<file path="config.mk">
export PLATFORM = sky130hd
export DESIGN_NAME = vid422_demux
export DESIGN_NICKNAME = d
export VERILOG_FILES = /design/src/rtl/vid422_pkg.sv /design/src/rtl/vid422_capture.sv /design/src/rtl/vid422_parser.sv /design/src/rtl/vid422_demux.sv
export SDC_FILE = /design/constraint.sdc
export NUM_CORES = 1
export LEC_CHECK = 0
export ABC_AREA = 0
export CAP_MARGIN = 20
export CORE_MARGIN = 10
export CORE_UTILIZATION = 57
export CTS_BUF_LIST = sky130_fd_sc_hd__clkbuf_16
export DETAILED_ROUTE_END_ITERATION = 8
export DONT_BUFFER_PORTS = 1
export PLACE_DENSITY = 0.77
export SLEW_MARGIN = 15
export SYNTH_ARGS = -nofsm -noshare
export SYNTH_HDL_FRONTEND = slang
export SYNTH_HIERARCHICAL = 1
export SYNTH_SLANG_ARGS = --single-unit
</file>
<file path="constraint.sdc">
create_clock -name clk -period 2.05 [get_ports clk]
set_clock_uncertainty 0.15 [all_clocks]
set_input_delay 0 -clock clk [delete_from_list [all_inputs] [get_ports clk]]
set_output_delay 0 -clock clk [all_outputs]
set_load 0.02 [all_outputs]
</file>
<file path="src/rtl/vid422_pkg.sv">
package vid422_pkg;

    parameter int VW = 10;

    typedef enum logic [2:0] {
        ST_HUNT,
        ST_PRE1,
        ST_PRE2,
        ST_PRE3,
        ST_CB,
        ST_Y0,
        ST_CR,
        ST_Y1
    } parse_st_e;

endpackage

</file>
<file path="src/rtl/vid422_capture.sv">
module vid422_capture #(
    parameter int WORD_W = vid422_pkg::VW
) (
    input  logic              cfg_dual_edge,
    input  logic              cfg_y_on_rise,
    input  logic              cfg_narrow,
    input  logic [WORD_W-1:0] word_rise,
    input  logic [WORD_W-1:0] word_fall,
    output logic [WORD_W-1:0] w0,
    output logic [WORD_W-1:0] w1,
    output logic              two_words,
    output logic              start_ok0,
    output logic              start_ok1
);
    localparam int DROP = WORD_W - 8;
    localparam logic [WORD_W-1:0] KEEP_MASK = ~WORD_W'((1 << DROP) - 1);

    logic [WORD_W-1:0] rise_n;
    logic [WORD_W-1:0] fall_n;

    // 8-bit option: low bits are forced to zero
    always_comb begin
        rise_n = cfg_narrow ? (word_rise & KEEP_MASK) : word_rise;
        fall_n = cfg_narrow ? (word_fall & KEEP_MASK) : word_fall;
    end

    // Time order within a clock is always rising word first.
    // The edge-select bit only decides which slot may open a reference.
    always_comb begin
        if (cfg_dual_edge) begin
            w0        = rise_n;
            w1        = fall_n;
            two_words = 1'b1;
            start_ok0 = ~cfg_y_on_rise;
            start_ok1 = cfg_y_on_rise;
        end else begin
            w0        = rise_n;
            w1        = '0;
            two_words = 1'b0;
            start_ok0 = 1'b1;
            start_ok1 = 1'b0;
        end
    end

endmodule

</file>
<file path="src/rtl/vid422_parser.sv">
module vid422_parser
    import vid422_pkg::*;
#(
    parameter int WORD_W = vid422_pkg::VW
) (
    input  logic              clk,
    input  logic              rst,
    input  logic              cfg_narrow,
    input  logic [WORD_W-1:0] w0,
    input  logic [WORD_W-1:0] w1,
    input  logic              two_words,
    input  logic              start_ok0,
    input  logic              start_ok1,
    output logic              pix_valid,
    output logic [WORD_W-1:0] pix_y,
    output logic [WORD_W-1:0] pix_c,
    output logic              pix_is_cr,
    output logic              ref_stb,
    output logic              ref_err,
    output logic              ref_field,
    output logic              ref_vblank,
    output logic              ref_eav
);
    localparam int DROP = WORD_W - 8;
    localparam int B_MK = WORD_W - 1;
    localparam int B_F  = WORD_W - 2;
    localparam int B_V  = WORD_W - 3;
    localparam int B_H  = WORD_W - 4;
    localparam int B_P3 = WORD_W - 5;
    localparam int B_P2 = WORD_W - 6;
    localparam int B_P1 = WORD_W - 7;
    localparam int B_P0 = WORD_W - 8;

    typedef struct packed {
        parse_st_e         st;
        logic [WORD_W-1:0] chroma;
        logic              emit;
        logic              emit_cr;
        logic [WORD_W-1:0] y;
        logic              good;
        logic              bad;
        logic              f;
        logic              v;
        logic              h;
    } step_t;

    parse_st_e         state;
    logic [WORD_W-1:0] chroma_q;
    step_t             s_a;
    step_t             s_b;
    step_t             s_fin;
    logic              emit;
    logic              emit_cr;
    logic [WORD_W-1:0] emit_y;
    logic [WORD_W-1:0] emit_c;
    logic              good;
    logic              bad;
    logic              fl_f;
    logic              fl_v;
    logic              fl_h;

    // One word through the parse state machine
    function automatic step_t step_word(parse_st_e st, logic [WORD_W-1:0] ch,
                                        logic [WORD_W-1:0] w, logic ok,
                                        logic narrow);
        step_t r;
        logic  sat;
        logic  zero;
        logic  par_ok;
        r        = '0;
        r.st     = st;
        r.chroma = ch;
        sat      = (&w[WORD_W-1:DROP]) && (narrow || (&w[DROP-1:0]));
        zero     = (w == '0);
        par_ok   = w[B_MK]
                 && (w[B_P3] == (w[B_V] ^ w[B_H]))
                 && (w[B_P2] == (w[B_F] ^ w[B_H]))
                 && (w[B_P1] == (w[B_F] ^ w[B_V]))
                 && (w[B_P0] == (w[B_F] ^ w[B_V] ^ w[B_H]));
        unique case (st)
            ST_HUNT: begin
                if (sat && ok) r.st = ST_PRE1;
            end
            ST_PRE1: r.st = zero ? ST_PRE2 : ST_HUNT;
            ST_PRE2: r.st = zero ? ST_PRE3 : ST_HUNT;
            ST_PRE3: begin
                if (par_ok) begin
                    r.good = 1'b1;
                    r.f    = w[B_F];
                    r.v    = w[B_V];
                    r.h    = w[B_H];
                    r.st   = w[B_H] ? ST_HUNT : ST_CB;
                end else begin
                    r.bad = 1'b1;
                    r.st  = ST_HUNT;
                end
            end
            ST_CB: begin
                if (sat) begin
                    r.st = ST_PRE1;
                end else begin
                    r.chroma = w;
                    r.st     = ST_Y0;
                end
            end
            ST_Y0: begin
                if (sat) begin
                    r.st = ST_PRE1;
                end else begin
                    r.emit    = 1'b1;
                    r.emit_cr = 1'b0;
                    r.y       = w;
                    r.st      = ST_CR;
                end
            end
            ST_CR: begin
                if (sat) begin
                    r.st = ST_PRE1;
                end else begin
                    r.chroma = w;
                    r.st     = ST_Y1;
                end
            end
            ST_Y1: begin
                if (sat) begin
                    r.st = ST_PRE1;
                end else begin
                    r.emit    = 1'b1;
                    r.emit_cr = 1'b1;
                    r.y       = w;
                    r.st      = ST_CB;
                end
            end
        endcase
        return r;
    endfunction

    // Chain one or two steps per clock
    always_comb begin
        s_a   = step_word(state, chroma_q, w0, start_ok0, cfg_narrow);
        s_b   = step_word(s_a.st, s_a.chroma, w1, start_ok1, cfg_narrow);
        s_fin = two_words ? s_b : s_a;
        if (s_a.emit) begin
            emit    = 1'b1;
            emit_cr = s_a.emit_cr;
            emit_y  = s_a.y;
            emit_c  = s_a.chroma;
        end else begin
            emit    = two_words && s_b.emit;
            emit_cr = s_b.emit_cr;
            emit_y  = s_b.y;
            emit_c  = s_b.chroma;
        end
        if (s_a.good || s_a.bad) begin
            good = s_a.good;
            bad  = s_a.bad;
            fl_f = s_a.f;
            fl_v = s_a.v;
            fl_h = s_a.h;
        end else begin
            good = two_words && s_b.good;
            bad  = two_words && s_b.bad;
            fl_f = s_b.f;
            fl_v = s_b.v;
            fl_h = s_b.h;
        end
    end

    // State register
    always_ff @(posedge clk) begin
        if (rst) begin
            state    <= ST_HUNT;
            chroma_q <= '0;
        end else begin
            state    <= s_fin.st;
            chroma_q <= s_fin.chroma;
        end
    end

    // Output register
    always_ff @(posedge clk) begin
        if (rst) begin
            pix_valid  <= 1'b0;
            pix_y      <= '0;
            pix_c      <= '0;
            pix_is_cr  <= 1'b0;
            ref_stb    <= 1'b0;
            ref_err    <= 1'b0;
            ref_field  <= 1'b0;
            ref_vblank <= 1'b0;
            ref_eav    <= 1'b0;
        end else begin
            pix_valid <= emit;
            ref_stb   <= good;
            ref_err   <= bad;
            if (emit) begin
                pix_y     <= emit_y;
                pix_c     <= emit_c;
                pix_is_cr <= emit_cr;
            end
            if (good) begin
                ref_field  <= fl_f;
                ref_vblank <= fl_v;
                ref_eav    <= fl_h;
            end
        end
    end

    // Checks next to the logic they guard
    logic rst_seen;
    always_ff @(posedge clk) begin
        rst_seen <= rst;
        if (rst_seen) begin
            assert_reset_clear_R1: assert (!pix_valid && !ref_stb && !ref_err && state == ST_HUNT);
        end
    end

    assert_pix_only_active_R7: assert property (@(posedge clk) disable iff (rst)
        pix_valid |-> ($past(state) inside {ST_CB, ST_Y0, ST_CR, ST_Y1}));

    assert_bad_keeps_flags_R6: assert property (@(posedge clk) disable iff (rst)
        ref_err |-> $stable({ref_field, ref_vblank, ref_eav}));

    assert_no_pix_with_ref_R5: assert property (@(posedge clk) disable iff (rst)
        ref_stb |-> !pix_valid);

    assert_narrow_low_zero_R10: assert property (@(posedge clk) disable iff (rst)
        (pix_valid && $past(cfg_narrow)) |-> (pix_y[DROP-1:0] == '0));

endmodule

</file>
<file path="src/rtl/vid422_demux.sv">
module vid422_demux #(
    parameter int WORD_W = vid422_pkg::VW
) (
    input  logic              clk,
    input  logic              rst,
    input  logic              cfg_dual_edge,
    input  logic              cfg_y_on_rise,
    input  logic              cfg_narrow,
    input  logic [WORD_W-1:0] word_rise,
    input  logic [WORD_W-1:0] word_fall,
    output logic              pix_valid,
    output logic [WORD_W-1:0] pix_y,
    output logic [WORD_W-1:0] pix_c,
    output logic              pix_is_cr,
    output logic              ref_stb,
    output logic              ref_err,
    output logic              ref_field,
    output logic              ref_vblank,
    output logic              ref_eav
);
    logic [WORD_W-1:0] w0;
    logic [WORD_W-1:0] w1;
    logic              two_words;
    logic              start_ok0;
    logic              start_ok1;

    vid422_capture #(.WORD_W(WORD_W)) u_capture (
        .cfg_dual_edge(cfg_dual_edge),
        .cfg_y_on_rise(cfg_y_on_rise),
        .cfg_narrow   (cfg_narrow),
        .word_rise    (word_rise),
        .word_fall    (word_fall),
        .w0           (w0),
        .w1           (w1),
        .two_words    (two_words),
        .start_ok0    (start_ok0),
        .start_ok1    (start_ok1)
    );

    vid422_parser #(.WORD_W(WORD_W)) u_parser (
        .clk       (clk),
        .rst       (rst),
        .cfg_narrow(cfg_narrow),
        .w0        (w0),
        .w1        (w1),
        .two_words (two_words),
        .start_ok0 (start_ok0),
        .start_ok1 (start_ok1),
        .pix_valid (pix_valid),
        .pix_y     (pix_y),
        .pix_c     (pix_c),
        .pix_is_cr (pix_is_cr),
        .ref_stb   (ref_stb),
        .ref_err   (ref_err),
        .ref_field (ref_field),
        .ref_vblank(ref_vblank),
        .ref_eav   (ref_eav)
    );

endmodule

</file>
==> impl_metrics.env, run 1 <==
export IMPL_synthCells=291
export IMPL_worst_r2r_cell_count=8
export IMPL_final_hold_violation_count=0
export IMPL_worstSetupStartpointType="flip-flop"
export IMPL_maxCapViolCount=0
export IMPL_final_period_utilization_pct=113
export IMPL_crit_type="reg2reg"
export IMPL_slew_headroom_pct=53.0
export IMPL_yosys_area_top_type="dfxtp_1"
export IMPL_power_per_cell_area_nw_per_um2=508
export IMPL_drt_total_wl_mm=10.1
export IMPL_grt_first_pass_wirelength_mm=14.3
export IMPL_yosys_register_bits=40
export IMPL_drt_pass1_iterations=5
export IMPL_io_pins=52
export IMPL_critPathMaxStageDelay_ns=0.51
export IMPL_track_usage_pct=23.7
export IMPL_tns_ns=-6.80
export IMPL_r2r_end="u_parser/chroma_q[6]$_SDFF_PP0_"
export IMPL_cts_root_buffer="clkbuf_16"
export IMPL_violations="negative setup slack"
export IMPL_grt_pass1_vias=2715
export IMPL_io_buffer_count=0
export IMPL_ir_drop_mv=0.472
export IMPL_worstHoldStart="cfg_dual_edge"
export IMPL_syn_nets=320
export IMPL_synth_top_cells_by_count="dfxtp_1 (40), a211oi_1 (22), nor3_1 (22)"
export IMPL_gp_congestion=0.947
export IMPL_power_w=0.00177
export IMPL_die_area_um2=7510
export IMPL_path_clk_slew_ns=0.06
export IMPL_wl_met1_mm=3.43
export IMPL_cts_buffers_inserted=5
export IMPL_hp_class="in2reg"
export IMPL_cts_path_max_buffers=2
export IMPL_drc=0
export IMPL_endpoint_kind="flip-flop"
export IMPL_required_ns=2.10
export IMPL_fin_area_um2=3490
export IMPL_core_area_um2=4320
export IMPL_max_freq_ghz=0.433
export IMPL_synth_edf_count=0
export IMPL_syn_cell_area_um2=2530
export IMPL_p_clk_share_pct=43.5
export IMPL_wire_per_inst_um=25.7
export IMPL_insertion_delay_ns=0.29
export IMPL_rrSetupSlack_ns=-0.26
export IMPL_p_sw_w=0.000457
export IMPL_antenna_found_initial=1
export IMPL_finalSetupViolations=35
export IMPL_critPathArrivalTime_ns=2.36
export IMPL_rr_startpoint="u_parser/state[2]$_SDFF_PP0_"
export IMPL_clock_sinks=40
export IMPL_yosysWarnings=6
export IMPL_post_dp_hpwl_mm=5.76
export IMPL_dr_wl_met3_mm=1.27
export IMPL_crit_slowest_cell="or4b_4"
export IMPL_drt_iter0_markers=416
export IMPL_overflow=0
export IMPL_dieWidth_um=86.6
export IMPL_fin_nets=369
export IMPL_crit_fanout=7
export IMPL_hold_end="u_parser/pix_y[9]$_SDFFE_PP0P_"
export IMPL_htree_levels=2
export IMPL_period_minus_slack_ns=2.31
export IMPL_status="finished with violations"
export IMPL_start_util_pct=58.5
export IMPL_fp_dieH_um=86.6
export IMPL_ant_nets=0
export IMPL_routed_top_layer="met4"
export IMPL_wl_met2_mm=4.58
export IMPL_synthFlopType="dfxtp_1"
export IMPL_report_final_slew_viol_count=0
export IMPL_async_flop_share_pct=0
export IMPL_crit_chain="nand4b_4 > or4b_4 > a211oi_4 > buf_6 > o21ai_4 > or2_4 > buf_6 > a211oi_2"
export IMPL_syn2layout_area_growth_pct=37.9
export IMPL_ys_top_cells_by_area="dfxtp_1 (32%), a211oi_1 (6.5%), mux2i_1 (4.7%), nor3_1 (4.3%), a21oi_1 (3.8%)"
export IMPL_finalWorstSetupSlack_ns=-0.258
export IMPL_via_count=2841
export IMPL_yosysSeqAreaShare_pct=31.6
export IMPL_post_dp_cell_area_um2=2910
export IMPL_intPower_w=0.00132
export IMPL_holdPathStages=3
export IMPL_layoutNonFillerInstCount=393
export IMPL_synth_area_per_cell_um2=8.70
export IMPL_seq_power_share_pct=43.9
export IMPL_switching_share_pct=25.8
export IMPL_cellLeakagePower_nw=1.37
export IMPL_tightest_slew_ns=0.700
export IMPL_num_rows=24
export IMPL_cp_common_cell="buf_6"
export IMPL_grt_max_degree=47
export IMPL_power_frac_comb_pct=12.6
export IMPL_cts_tree="yes"
export IMPL_synth_most_common_cell="dfxtp_1"
export IMPL_dp_cells=363
export IMPL_synth_top_area_share_pct=31.6
export IMPL_rsz0062_at_grt="yes"
export IMPL_drive_above_1_share_pct=35.0
export IMPL_drt_vias_per_instance=7.23
export IMPL_ys_types=54
## flip-flops by register name (all words and copies together), names as in the netlist
signal               count
u_parser/chroma_q       10
u_parser/pix_c          10
u_parser/pix_y          10
u_parser/state           3
u_parser/pix_is_cr       1
u_parser/pix_valid       1
u_parser/ref_eav         1
u_parser/ref_err         1
u_parser/ref_field       1
u_parser/ref_stb         1
u_parser/ref_vblank      1
## area by class of cell
cell class	count	area [um^2]
Tap cell	52	65.1
Timing Repair Buffer	72	672
Fill cell	249	833
Clock inverter	2	12.5
Clock buffer	5	125
Antenna cell	1	2.50
Sequential cell	40	807
Multi-Input combinational cell	213	1780
Inverter	8	30.0
## per-layer routing
layer / track usage (%) / vias to the layer above
li1: - / 1185
met1: 27.2 / 1290
met2: 37.2 / 280
met3: 7.32 / 86
met4: 15.2 / 0
met5: 0 / -
## cells by family after synthesis
group / after synthesis / synth area share (%)
buf+inv: 38 / 8.06
fa+ha+maj: 4 / 1.98
simple gates: 105 / 23.9
mux: 13 / 5.19
flops: 40 / 31.6
compound gates: 81 / 25.2
xor+xnor: 10 / 4.00
## power by group through the flow
stage	registers, W	logic [W]	clock network [W]
6_report	0.000779	0.000223	0.000772
5_1_grt	0.000778	0.000231	0.000809
4_1_cts	0.000779	0.000199	0.000778
3_5_place_dp	0.000796	0.000150	0
3_3_place_gp	0.000796	0.000147	0
2_1_floorplan	0.000796	0.000136	0
## through the flow
stage	hold slack (ns)	setup WS, ns	utilization [%]
floorplan	0.0713	-0.224	-
global placement	-0.0755	-0.226	67.2
detailed placement	-0.0760	-0.326	67.2
CTS	0.0167	-0.190	75.9
global route	0.0836	-0.345	80.7
finish	0.0470	-0.258	80.7
## how the worst max path moves through the flow
stage / startpoint / to / cells after the start
2_1_floorplan: u_parser/state[2]$_SDFF_PP0_ / u_parser/pix_y[2]$_SDFFE_PP0P_ / 8
3_3_place_gp: u_parser/state[0]$_SDFF_PP0_ / u_parser/pix_c[2]$_SDFFE_PP0P_ / 7
3_5_place_dp: u_parser/state[0]$_SDFF_PP0_ / u_parser/chroma_q[3]$_SDFF_PP0_ / 8
4_1_cts: u_parser/state[2]$_SDFF_PP0_ / u_parser/chroma_q[3]$_SDFF_PP0_ / 8
5_1_grt: u_parser/state[2]$_SDFF_PP0_ / u_parser/chroma_q[4]$_SDFF_PP0_ / 8
6_report: u_parser/state[2]$_SDFF_PP0_ / u_parser/chroma_q[6]$_SDFF_PP0_ / 8
## cell usage in the layout (no fill, tap or decap), types with 6 or more instances in the layout
cell and instances:
buf_4 42, dfxtp_1 37, nor3_1 20, a21oi_1 19, a211oi_2 16, nor2_1 14
buf_6 13, dlygate4sd3_1 13, mux2i_1 12, and2_1 10, nand2_1 9, nand3_1 8
nand2b_1 8, inv_1 6, a211oi_1 6
## critical path: cells and delay by family (launching register included)
family	cells	cell delay, ns
compound gates	3	0.49
buf+inv	2	0.28
flops	1	0.33
simple gates	3	0.96
## timing repair
item                       in CTS  in global routing
cloned                          1                  0
hold buffers                   14                  0
resized for setup              16                 29
hold endpoints to repair       40                  0
setup endpoints to repair      35                 38
pin swaps                       1                 22
setup buffers                   2                  7
Power figures use the tool's default switching activity.
==> inputs of run 2 (changes only) <==
--- a/config.mk
+++ b/config.mk
@@ -8,11 +8,11 @@
 export ABC_AREA = 0
 export CAP_MARGIN = 20
 export CORE_MARGIN = 10
-export CORE_UTILIZATION = 57
+export CORE_UTILIZATION = 65
 export CTS_BUF_LIST = sky130_fd_sc_hd__clkbuf_16
 export DETAILED_ROUTE_END_ITERATION = 8
 export DONT_BUFFER_PORTS = 1
-export PLACE_DENSITY = 0.77
+export PLACE_DENSITY = 0.83
 export SLEW_MARGIN = 15
 export SYNTH_ARGS = -nofsm -noshare
 export SYNTH_HDL_FRONTEND = slang
==> constraint.sdc (replaced) <==
create_clock -name clk -period 2.82 [get_ports clk]
set_clock_uncertainty 0.15 [all_clocks]
set_input_delay 0 -clock clk [delete_from_list [all_inputs] [get_ports clk]]
set_output_delay 0 -clock clk [all_outputs]
set_load 0.02 [all_outputs]
==> impl_metrics.env, run 2 (synthesized netlist as in run 1, its figures left out) <==
export IMPL_clock_sinks=40
export IMPL_r2r_end="u_parser/ref_eav$_SDFFE_PP0P_"
export IMPL_wire_per_inst_um=23.0
export IMPL_via_count=2437
export IMPL_holdPathStages=4
export IMPL_cts_buffers_inserted=5
export IMPL_gp_congestion=0.959
export IMPL_grt_first_pass_wirelength_mm=12.5
export IMPL_report_final_slew_viol_count=0
export IMPL_htree_levels=2
export IMPL_post_cts_buffers=0
export IMPL_path_buf_inv=2
export IMPL_drt_vias_per_instance=7.13
export IMPL_overflow=0
export IMPL_drive_above_1_share_pct=13.0
export IMPL_syn2layout_area_growth_pct=11.6
export IMPL_fin_area_um2=2830
export IMPL_drt_iter0_markers=334
export IMPL_drt_pass1_iterations=5
export IMPL_rr_startpoint="u_parser/state[0]$_SDFF_PP0_"
export IMPL_core_area_um2=3720
export IMPL_cellLeakagePower_nw=1.05
export IMPL_worst_r2r_cell_count=8
export IMPL_critical_path_top_delay_family="buffers and inverters"
export IMPL_layout_common_cells="dfxtp_1 (39), nor3_1 (22), a211oi_1 (22), a21oi_1 (19), nor2_1 (16)"
export IMPL_reg_largest_list="u_parser/chroma_q (10), u_parser/pix_c (10), u_parser/pix_y (10)"
export IMPL_max_freq_ghz=0.364
export IMPL_endpoint_kind="flip-flop"
export IMPL_num_rows=22
export IMPL_drt_total_wl_mm=7.88
export IMPL_crit_chain="dlygate4sd3_1 > nor3b_1 > nand4_1 > a2111oi_4 > nor2_1 > a22oi_1 > a21oi_1 > dlygate4sd3_1"
export IMPL_post_dp_cell_area_um2=2480
export IMPL_hold_end="u_parser/chroma_q[6]$_SDFF_PP0_"
export IMPL_critPathMaxStageDelay_ns=0.62
export IMPL_nFillCells=267
export IMPL_ant_nets=0
export IMPL_hp_class="in2reg"
export IMPL_cts_tree="yes"
export IMPL_fp_dieH_um=82.4
export IMPL_insertion_delay_ns=0.29
export IMPL_fin_nets=322
export IMPL_worstHoldStart="word_rise[6]"
export IMPL_final_hold_violation_count=0
export IMPL_io_pins=52
export IMPL_grt_pass1_vias=2412
export IMPL_crit_type="in2reg"
export IMPL_grt_max_degree=47
export IMPL_layout_area_seq_um2=802
export IMPL_crit_fanout=4
export IMPL_power_w=0.00124
export IMPL_power_per_cell_area_nw_per_um2=438
export IMPL_track_usage_pct=24.0
export IMPL_critPathArrivalTime_ns=2.77
export IMPL_antenna_found_initial=1
export IMPL_die_area_um2=6790
export IMPL_period_minus_slack_ns=2.75
export IMPL_start_util_pct=68.1
export IMPL_finalSetupViolations=0
export IMPL_slew_headroom_pct=54.0
export IMPL_mostFrequentLayoutCell="dfxtp_1"
export IMPL_dieWidth_um=82.4
export IMPL_crit_path_start="word_rise[2]"
export IMPL_maxCapViolCount=0
export IMPL_crit_slowest_cell="dlygate4sd3_1"
export IMPL_post_dp_hpwl_mm=5.30
export IMPL_cts_path_max_buffers=2
export IMPL_io_buffer_count=0
export IMPL_cts_root_buffer="clkbuf_16"
export IMPL_path_clk_slew_ns=0.06
export IMPL_rrSetupSlack_ns=0.15
export IMPL_final_period_utilization_pct=97.5
export IMPL_required_ns=2.84
export IMPL_tightest_slew_ns=0.683
export IMPL_drc=0
export IMPL_status="complete, no violations"
export IMPL_ir_drop_mv=0.349
export IMPL_worstSetupStartpointType="input port"
export IMPL_cp_common_cell="dlygate4sd3_1"
export IMPL_multi_input_area_um2=1560
==> run 2: per-stage QoR <==
step                      hold slack [ns]  setup slack, ns  TNS (ns)  instances  utilization [%]
after CTS                          0.0109           0.0627         0        341             75.2
after global routing               0.0416          -0.0125   -0.0125        342             76.0
after floorplan                    0.0803            0.536         0        291                -
after global placement            -0.0718            0.350         0        318             66.9
after detailed placement          -0.0683            0.302         0        318             66.9
final                              0.0304           0.0705         0        342             76.0
==> run 2: worst reg2reg max path, cell delays in order, from the launching register on <==
cell           delay, ns
dfxtp_1             0.36
buf_4               0.19
nor3b_1             0.23
nand4_1             0.23
a2111oi_4           0.43
nor2_1              0.15
a22oi_1             0.16
a21oi_1             0.09
dlygate4sd3_1       0.56
==> run 2: worst max-delay path by stage <==
stage	to	slack [ns]	cells after the start
finish	u_parser/ref_eav$_SDFFE_PP0P_	0.07	8
detailed placement	u_parser/pix_is_cr$_SDFFE_PP0P_	0.30	6
global placement	u_parser/chroma_q[0]$_SDFF_PP0_	0.35	8
floorplan	u_parser/pix_y[2]$_SDFFE_PP0P_	0.54	10
global route	u_parser/ref_eav$_SDFFE_PP0P_	-0.01	8
CTS	u_parser/ref_eav$_SDFFE_PP0P_	0.06	9
==> run 2: per-layer routing <==
layer | up-vias | routed length [um] | global-route usage, %
met3 | 44 | 865 | 8.64
li1 | 1083 | - | -
met4 | 0 | 434 | 12.9
met5 | - | 0 | 0
met1 | 1125 | 2940 | 28.3
met2 | 185 | 3630 | 37.3
==> run 2: final cells by class <==
class / instances / area share, %
Timing Repair Buffer: 25 / 8.41
Sequential cell: 40 / 28.4
Clock buffer: 5 / 4.43
Tap cell: 48 / 2.13
Inverter: 8 / 1.06
Clock inverter: 2 / 0.443
Multi-Input combinational cell: 213 / 55.0
Antenna cell: 1 / 0.0886
==> run 2: timing repair <==
action,4_1_cts,5_1_grt
hold endpoints to repair,40,0
hold buffers,16,0
resized for setup,0,4
endpoints found under the setup margin,0,2
==> run 2: power breakdown <==
group	switching (W)	internal, W
registers	0.000000913	0.000566
logic	0.0000763	0.0000495
clock network	0.000224	0.000321
total	0.000301	0.000936
